**src/rtl/aes_enc_step.sv**
```systemverilog
module aes_enc_step #(
  parameter int unsigned WORD_W = 32
) (
  input  logic                         clk,
  input  logic                         rst_n,
  input  logic                         in_valid,
  input  logic                         mix_en,
  input  logic [$clog2(WORD_W/8)-1:0]  byte_sel,
  input  logic [WORD_W-1:0]            src1,
  input  logic [WORD_W-1:0]            src2,
  output logic                         out_valid,
  output logic [WORD_W-1:0]            result
);
  localparam int unsigned SEL_W = $clog2(WORD_W/8);
  localparam int unsigned SH_W  = SEL_W + 3;

  function automatic logic [7:0] xtime(input logic [7:0] a);
    return {a[6:0], 1'b0} ^ (a[7] ? 8'h1b : 8'h00);
  endfunction

  function automatic logic [7:0] gf_mul(input logic [7:0] a, input logic [7:0] b);
    logic [7:0] p, t;
    p = 8'h00;
    t = a;
    for (int i = 0; i < 8; i++) begin
      if (b[i]) p = p ^ t;
      t = xtime(t);
    end
    return p;
  endfunction

  function automatic logic [7:0] gf_inv(input logic [7:0] x);
    logic [7:0] r, q;
    r = 8'h01;
    q = x;
    for (int i = 1; i < 8; i++) begin
      q = gf_mul(q, q);
      r = gf_mul(r, q);
    end
    return r;
  endfunction

  function automatic logic [7:0] rotb(input logic [7:0] b, input int k);
    return (b << k) | (b >> (8 - k));
  endfunction

  function automatic logic [7:0] sbox(input logic [7:0] x);
    logic [7:0] v;
    v = gf_inv(x);
    return v ^ rotb(v, 1) ^ rotb(v, 2) ^ rotb(v, 3) ^ rotb(v, 4) ^ 8'h63;
  endfunction

  logic [SH_W-1:0]     shamt;
  logic [7:0]          in_byte, sub_byte, dbl_byte;
  logic [WORD_W-1:0]   spread;
  logic [2*WORD_W-1:0] rot_dbl;

  assign shamt    = {byte_sel, 3'b000};
  assign in_byte  = src2[shamt +: 8];
  assign sub_byte = sbox(in_byte);
  assign dbl_byte = xtime(sub_byte);

  always_comb begin
    spread = '0;
    if (mix_en) begin
      spread[7:0]   = dbl_byte;
      spread[15:8]  = sub_byte;
      spread[23:16] = sub_byte;
      spread[31:24] = dbl_byte ^ sub_byte;
    end else begin
      spread[7:0]   = sub_byte;
    end
  end

  assign rot_dbl = {spread, spread} << shamt;

  always_ff @(posedge clk) begin
    if (!rst_n) begin
      out_valid <= 1'b0;
      result    <= '0;
    end else begin
      out_valid <= in_valid;
      if (in_valid) result <= src1 ^ rot_dbl[2*WORD_W-1:WORD_W];
    end
  end
endmodule


```
**config.mk**
```make
export PLATFORM = sky130hd
export DESIGN_NAME = aes_enc_step
export DESIGN_NICKNAME = d
export VERILOG_FILES = /design/src/rtl/aes_enc_step.sv
export SDC_FILE = /design/constraint.sdc
export NUM_CORES = 1
export LEC_CHECK = 0
export BUFFER_PORTS_ARGS = -buffer_cell sky130_fd_sc_hd__buf_2
export CORE_UTILIZATION = 33
export CTS_CLUSTER_SIZE = 12
export DETAILED_ROUTE_END_ITERATION = 7
export PLACE_DENSITY = 0.5
export SETUP_SLACK_MARGIN = 0.3
export SLEW_MARGIN = 20
export SYNTH_ARGS = -nofsm -noshare
export SYNTH_HDL_FRONTEND = slang
export SYNTH_SLANG_ARGS = --single-unit
```
**constraint.sdc**
```tcl
create_clock -name clk -period 20.8 [get_ports clk]
set_input_delay 4.16 -clock clk [delete_from_list [all_inputs] [get_ports clk]]
set_output_delay 4.16 -clock clk [all_outputs]
set_load 0.005 [all_outputs]
```
# Word-level counts from Yosys, hierarchy flattened

Cells that the tools add are included.
Widths: inputs -> output; s select.

Register bits after elaboration: 33
Input bits: 70
Output and inout port bits: 33
Logic and storage cells: 411

Shift-type cells: 2
Muxes and demuxes: 206
Bitwise logic cells: 201

Operator list:

| kind              | count |
|---|---|
| $mux 8            | 106 |
| $xor 8x8->8       | 96 |
| $xor 8x5->8       | 92 |
| $mux 5            | 93 |
| $shl 64x5->64     | 1 |
| $shiftx 32x6->8   | 1 |
| $xor 32x32->32    | 1 |
| $mux 24           | 1 |
| $or 8x1->8        | 1 |
| $or 8x2->8        | 1 |
| $or 8x3->8        | 1 |
| $or 8x4->8        | 1 |
| $mux 7            | 1 |
| $not 1->1 const A | 7 |
| $mux 6            | 1 |
| $mux 4            | 1 |
| $not 4->4         | 1 |
| $mux 3            | 1 |
| $mux 2            | 1 |
| $mux 1            | 1 |

# Longest topological paths before layout

Gate-level depths: netlist (run 1).

Depth in word-level cells: 139
Mapped depth: 76
Mapped depth without buffers: 58

# Least setup slack after synthesis (run 1)

Ideal clock, no wire load.

Path type: input -> register
From: in byte_sel[0]
To: reg result[12]
Library setup time: 115 ps
Data arrival time: 21,256 ps
Data required time: 20,685 ps
Slack: -571 ps
Cell stages on the path: 70
Path buffers: 14
Cells stage by stage: buf_6 mux4_2 buf_2 buf_4 ha_1 buf_1 nand2_1 xnor2_1 inv_1 buf_2 buf_1 ha_1 clkbuf_1 clkinv_1 xnor2_1 a31oi_1 or4_1 nand4_1 [... 34 more ...] buf_8 mux2i_1 nor4_1 a22oi_1 mux2_2 a211o_1 a211o_1 buf_2 a21oi_1 xnor3_1 xor3_2 xnor3_2 xor2_1 or3_1 a311oi_2 o21ai_0 and3b_1 o21a_1

Cells in the longest elaborated chain, start to end: 136
Elaborated cells between the ends (all ways): 401

Ends and longest elaborated chain:

| element                  | line | source |
|---|---|---|
| from (decl)              | 8    | `input logic [$clog2(WORD_W/8)-1:0] byte_sel,` |
| $shiftx 32x6->8          | 59   | `assign in_byte = src2[shamt +: 8];` |
| $mux 5                   | 18   | `return {a[6:0], 1'b0} ^ (a[7] ? 8'h1b : 8'h00);` |
| $xor 8x5->8              | 18   |  |
| $xor 8x8->8              | 26   | `if (b[i]) p = p ^ t;` |
| $mux 8                   | 26   |  |
| $xor 8x8->8              | 26   |  |
| $mux 8                   | 26   |  |
| $xor 8x8->8              | 26   |  |
| [... 117 more ...]       | --   |  |
| $or 8x1->8               | 44   | `return (b << k) \| (b >> (8 - k));` |
| $xor 8x8->8 (4 in a row) | 50   | `return v ^ rotb(v, 1) ^ rotb(v, 2) ^ rotb(v, 3) ^ rotb(v, 4) ^ 8'h63;` |
| $mux 5                   | 18   |  |
| $xor 8x5->8              | 18   |  |
| $xor 8x8->8              | 69   | `spread[31:24] = dbl_byte ^ sub_byte;` |
| $mux 24                  | 65   | `if (mix_en) begin` |
| $shl 64x5->64 *          | 75   | `assign rot_dbl = {spread, spread} << shamt;` |
| $xor 32x32->32 *         | 83   | `if (in_valid) result <= src1 ^ rot_dbl[2*WORD_W-1:WORD_W];` |
| to (signal assigned)     | 83   |  |
| to (decl)                | 12   | `output logic [WORD_W-1:0] result` |

Mark *: on every way between the ends. The rest lies on a longest branch, timed or not.
A chain may end at the register's enable or synchronous reset.

# Worst setup path after layout (run 1)

From: in byte_sel[0]
To: reg result[28]

Same word-level chain as after synthesis.

==> impl_metrics.tcl, run 1 <==
set metrics [dict create \
    status "finished clean" \
    endpoint_kind "flop" \
    die_w_um 239 \
    hp-start "result[29]" \
    timing.rr.start "result[12]" \
    htreeDepth 2 \
    die-height_um 239 \
    first_iter_violations 1561 \
    fillers 5706 \
    clk_pin_slew_worst_paths_ns 0.06 \
    hold_depth 2 \
    ctsHoldBuffers 0 \
    crit_slowest_cell "mux4_2" \
    slew_violations 0 \
    crit_arrival_ns 19.95 \
    fin_ws_ns 1.03 \
    crit_family "XOR/XNOR gates" \
    cts_max_path_buffers 2 \
    cts_num_sinks 33 \
    reg2reg_setup_slack_ns 20.05 \
    rsz0062_at_grt "false" \
    multi_input_area_um2 17800 \
    finalCriticalPeriod_ns 19.77 \
    cts_tree "built" \
    synthArstFlopShare_pct 0 \
    yosysWarnings 0 \
    path_buf_inv 4 \
    drive_above_1_share_pct 21.5 \
    synthCells 2429 \
    syn-num-nets 2506 \
    track_usage_pct 20.1 \
    ys_types 121 \
    routedWlPerCell_um 18.3 \
    maxCapViolCount 0 \
    final-setup-viol-count 0 \
    cp-start-kind "primary input" \
    layout_commonest_cell "nor2_1" \
    slowest_delay_ns 0.67 \
    grt_pass1_vias 17000 \
    diodes 0 \
    synth.area.top_cells "xnor2_1 (17%), xnor3_1 (10%), nor2_1 (7.2%), xor2_1 (5.2%), mux2i_1 (4.9%)" \
    fin_hold_ws_ns 0.488 \
    path_max_fanout 26 \
    r2r_cells 2 \
    hold_class "reg -> reg" \
    place_ws_ns -0.114 \
    slew_headroom_pct 26.0 \
    seqCellArea_um2 661 \
    synth_edf_count 0 \
    finalHoldViolations 0 \
    hold_path_end "result[29]" \
    gr-total-overflow 0 \
    coreArea_um2 55400 \
    nNetsFinal 2637 \
    drc 0 \
    yosysTopAreaCell "xnor2_1" \
    std_cell_rows 86 \
    viasPerCell 5.55 \
    grt_max_degree 39 \
    finalCritPeriodShare_pct 95.0 \
    clock_latency_ns 0.28 \
    via_count 18400 \
    syn_area_um2 18600 \
    gp_congestion 0.890 \
    avgSynthCellArea_um2 7.66 \
    hpwlAfterDp_um 45200 \
    yosysSeqAreaShare_pct 3.55 \
    dieArea_um2 57300 \
    synth_top_flop_cell "dfxtp_1" \
    crit_type "in -> reg" \
    cp_common_cell "xnor3_1" \
    worstPathRequired_ns 20.98 \
    io_buffers 102 \
    synth_top_area_share_pct 17.1 \
    drt_wl_total_um 60400 \
    final_cell_mix "nor2_1 (354), xnor2_1 (339), nand2_1 (242)" \
    ios 103 \
    numCtsBuffers 5 \
    firstDrtPassIters 6 \
    clockRootBuffer "clkbuf_16" \
    utilization_pct 39.2 \
    synth_seq_cells 33 \
    finClkSkew_ns 0 \
    area_growth_pct 16.7 \
    ant_nets 0 \
    grt_pass1_wl_um 94500 \
    initial_core_util_pct 33.6 \
    tns_ns 0 \
    r2r-end "result[12]" \
    fmax_mhz 50.6 \
    tightest_slew_ns 1.10 \
    antenna_found_initial 1 \
]
metrics by stage:
step,instance area [um2],instances
2_1_floorplan,18700,2429
3_3_place_gp,20400,3238
3_5_place_dp,20400,3238
4_1_cts,20600,3246
5_1_grt,21700,3309
6_report,21700,3309
layout make-up:
class                      instances  area share [%]
sequential                        33            3.04
clock inverter                     1           0.138
timing repair buffer             292            9.23
multi-input combinational       2195            82.0
clock buffer                       7           0.656
tap                              748            4.31
inverter                          33           0.582
metal layers:
metal / GRT usage, % / routed length [um] / vias up
li1: - / - / 8856
met1: 28.8 / 28200 / 8851
met2: 33.4 / 28200 / 601
met3: 1.45 / 3100 / 71
met4: 2.86 / 850 / 2
met5: 0 / 13 / -
timing repair:
| action | in CTS | in global routing |
|---|---|---|
| endpoints found under the setup margin | 7 | 32 |
| setup buffers | 0 | 62 |
| pin swaps | 0 | 38 |
| gates cloned | 0 | 1 |
| resized for setup | 6 | 107 |
synthesized netlist by cell type (13+ instances only):
master,n
xnor2_1,363
buf_2,39
a21oi_1,125
o211ai_1,20
a22oi_1,16
inv_1,23
a31oi_1,25
a211oi_1,32
nor3_1,63
xnor3_1,83
nand4_1,22
xor2_2,13
nor4_1,14
a21o_1,17
o21ai_1,22
nand2_1,243
a2111oi_0,15
nand2b_1,16
a211o_1,16
xnor2_2,35
and3_1,13
mux2i_1,92
clkbuf_1,97
xor2_1,111
and2_1,26
nor2_1,357
nand3_1,59
dfxtp_1,33
o21ai_0,66
nor2b_1,20
o22ai_1,28
worst max path at each step:
stage	start	end	cells past startpoint
3_5_place_dp	byte_sel[0]	result[12]	58
3_3_place_gp	byte_sel[0]	result[12]	57
5_1_grt	byte_sel[0]	result[28]	61
2_1_floorplan	byte_sel[0]	result[27]	69
4_1_cts	byte_sel[0]	result[28]	60
6_report	byte_sel[0]	result[28]	51
worst min-delay path, cell delays in order (launching register included):
cell     delay, ns
dfxtp_1       0.32
mux2i_1       0.06
nor2_1        0.07
registers in the layout (all words and copies together) (netlist names):
register and count:
out_valid 1, result 32
logic make-up (layout without fill, tap and decap cells):
group / Yosys count / in the layout / share of synthesized area, %
AO/OA/AOI/OAI: 544 / 544 / 20.9
multiplexers: 110 / 110 / 6.52
adder cells (fa/ha/maj): 7 / 7 / 0.471
flip-flops: 33 / 33 / 3.55
XOR/XNOR: 646 / 646 / 42.1
buffers and inverters: 202 / 333 / 5.02
AND/OR/NAND/NOR: 887 / 888 / 21.4
Power of run 1 is left out: the tool's default activity adds up to more than one toggle a clock period on the data nets, which glitch-free logic cannot reach.
==> inputs of run 2 (changes only) <==
--- a/config.mk
+++ b/config.mk
@@ -6,10 +6,12 @@
 export NUM_CORES = 1
 export LEC_CHECK = 0
 export BUFFER_PORTS_ARGS = -buffer_cell sky130_fd_sc_hd__buf_2
-export CORE_UTILIZATION = 33
+export CELL_PAD_IN_SITES_DETAIL_PLACEMENT = 0
+export CELL_PAD_IN_SITES_GLOBAL_PLACEMENT = 2
+export CORE_UTILIZATION = 25
 export CTS_CLUSTER_SIZE = 12
 export DETAILED_ROUTE_END_ITERATION = 7
-export PLACE_DENSITY = 0.5
+export PLACE_DENSITY = 0.61
 export SETUP_SLACK_MARGIN = 0.3
 export SLEW_MARGIN = 20
 export SYNTH_ARGS = -nofsm -noshare
==> impl_metrics.tcl, run 2 (synthesis results as in run 1) <==
set metrics [dict create \
    hpwlAfterDp_um 53600 \
    fin_ws_ns 1.12 \
    dieArea_um2 75500 \
    crit_slowest_cell "mux4_2" \
    clockRootBuffer "clkbuf_16" \
    coreArea_um2 73300 \
    finalCritPeriodShare_pct 94.6 \
    slew_violations 0 \
    endpoint "result[27]" \
    ios 103 \
    path_max_fanout 16 \
    finClkSkew_ns 0 \
    fmax_mhz 50.8 \
    path_buf_inv 6 \
    maxCapViolCount 0 \
    via_count 18300 \
    clock_latency_ns 0.29 \
    slew_headroom_pct 26.5 \
    viasPerCell 5.19 \
    finalHoldViolations 0 \
    timing.rr.start "result[12]" \
    top_regs "result (32), out_valid (1)" \
    drc 0 \
    dpl.cell_count 3461 \
    clk_pin_slew_worst_paths_ns 0.06 \
    r2r_cells 2 \
    track_usage_pct 18.1 \
    htreeDepth 2 \
    r2r-end "result[12]" \
    drive_above_1_share_pct 21.6 \
    grt_pass1_wl_um 108000 \
    finalCriticalPeriod_ns 19.68 \
    hold_class "reg -> reg" \
    final-setup-viol-count 0 \
    cts_max_path_buffers 2 \
    tns_ns 0 \
    cp-start-kind "primary input" \
    cp_common_cell "xnor3_2" \
    largest_reg_flops 32 \
    rsz0062_at_grt "false" \
    diodes 0 \
    cts_tree "built" \
    endpoint_kind "flop" \
    crit_family "XOR/XNOR gates" \
    reg2reg_setup_slack_ns 20.05 \
    startpoint "byte_sel[0]" \
    gr-total-overflow 0 \
    fin_cells 3522 \
    tightest_slew_ns 1.09 \
    antenna_found_initial 0 \
    drt_wl_total_um 70900 \
    layout_commonest_cell "nor2_1" \
    initial_core_util_pct 25.4 \
    routedWlPerCell_um 20.1 \
    firstDrtPassIters 5 \
    std_cell_rows 99 \
    final_cell_mix "nor2_1 (355), xnor2_1 (333), nand2_1 (243)" \
    first_iter_violations 1119 \
    numCtsBuffers 5 \
    io_buffers 102 \
    crit_arrival_ns 19.82 \
    grt_pass1_vias 17800 \
    status "finished clean" \
    ant_nets 0 \
    cp.depth 59 \
    die_w_um 275 \
    place_ws_ns -0.454 \
    fin_hold_ws_ns 0.471 \
    slowest_delay_ns 0.59 \
    grt_max_degree 38 \
    nNetsFinal 2639 \
    die-height_um 275 \
    regMostFlops "result" \
    gp_congestion 0.866 \
    cts_num_sinks 33 \
    worstPathRequired_ns 20.94 \
    area_growth_pct 18.0 \
    crit_type "in -> reg" \
]
-- run 2: cell types whose count changed in the layout (fill, tap and decap cells not counted), moves of 3 or more --
cell / change
xnor2_1: -6
buf_6: -3
a211oi_1: +3
xnor2_4: -5
xnor3_1: -4
a211oi_2: -3
o21ai_2: +3
buf_4: +3
xnor3_2: +5
xnor2_2: +11
-- run 2: metal layers --
metal,part of all wire [%],global-route usage (%)
met1,48,25.3
met4,1.3,3.30
met2,47,30.5
met3,3.4,1.41
met5,0,0
-- run 2: what timing repair did --
item,CTS,global route
endpoints found under the setup margin,32,32
gates cloned,0,3
buffers inserted,6,44
hold endpoints to repair,0,0
hold buffers,0,0
pin swaps,4,31
resized for setup,19,80
-- run 2: area by class of cell --
class / instances / area (um2)
clock inverters: 1 / 30.0
inverters: 33 / 125
multi-input cells: 2197 / 17800
repair buffers: 292 / 2010
flip-flops and latches: 33 / 661
well taps: 959 / 1200
fillers: 7887 / 51400
clock buffers: 7 / 143
-- run 2: worst min-delay path by stage --
stage,slack [ns],end,cells past startpoint,startpoint
2_1_floorplan,0.46,result[11],2,result[11]
6_report,0.47,result[27],2,result[27]
4_1_cts,0.47,result[27],2,result[27]
3_3_place_gp,0.47,result[27],2,result[27]
3_5_place_dp,0.46,result[27],2,result[27]
5_1_grt,0.49,result[27],2,result[27]
-- run 2: worst reg2reg max path, stage by stage (launching register included) --
cell,delay [ns]
dfxtp_1,0.31
nor2b_1,0.12
o21a_1,0.21
-- run 2: through the flow --
stage / utilization [%] / area [um2]
after floorplan: - / 18700
after global placement: 28.3 / 20700
after detailed placement: 28.3 / 20700
after CTS: 28.7 / 21100
after global routing: 29.9 / 22000
final: 29.9 / 22000
Power of run 2 is left out for the same reason.
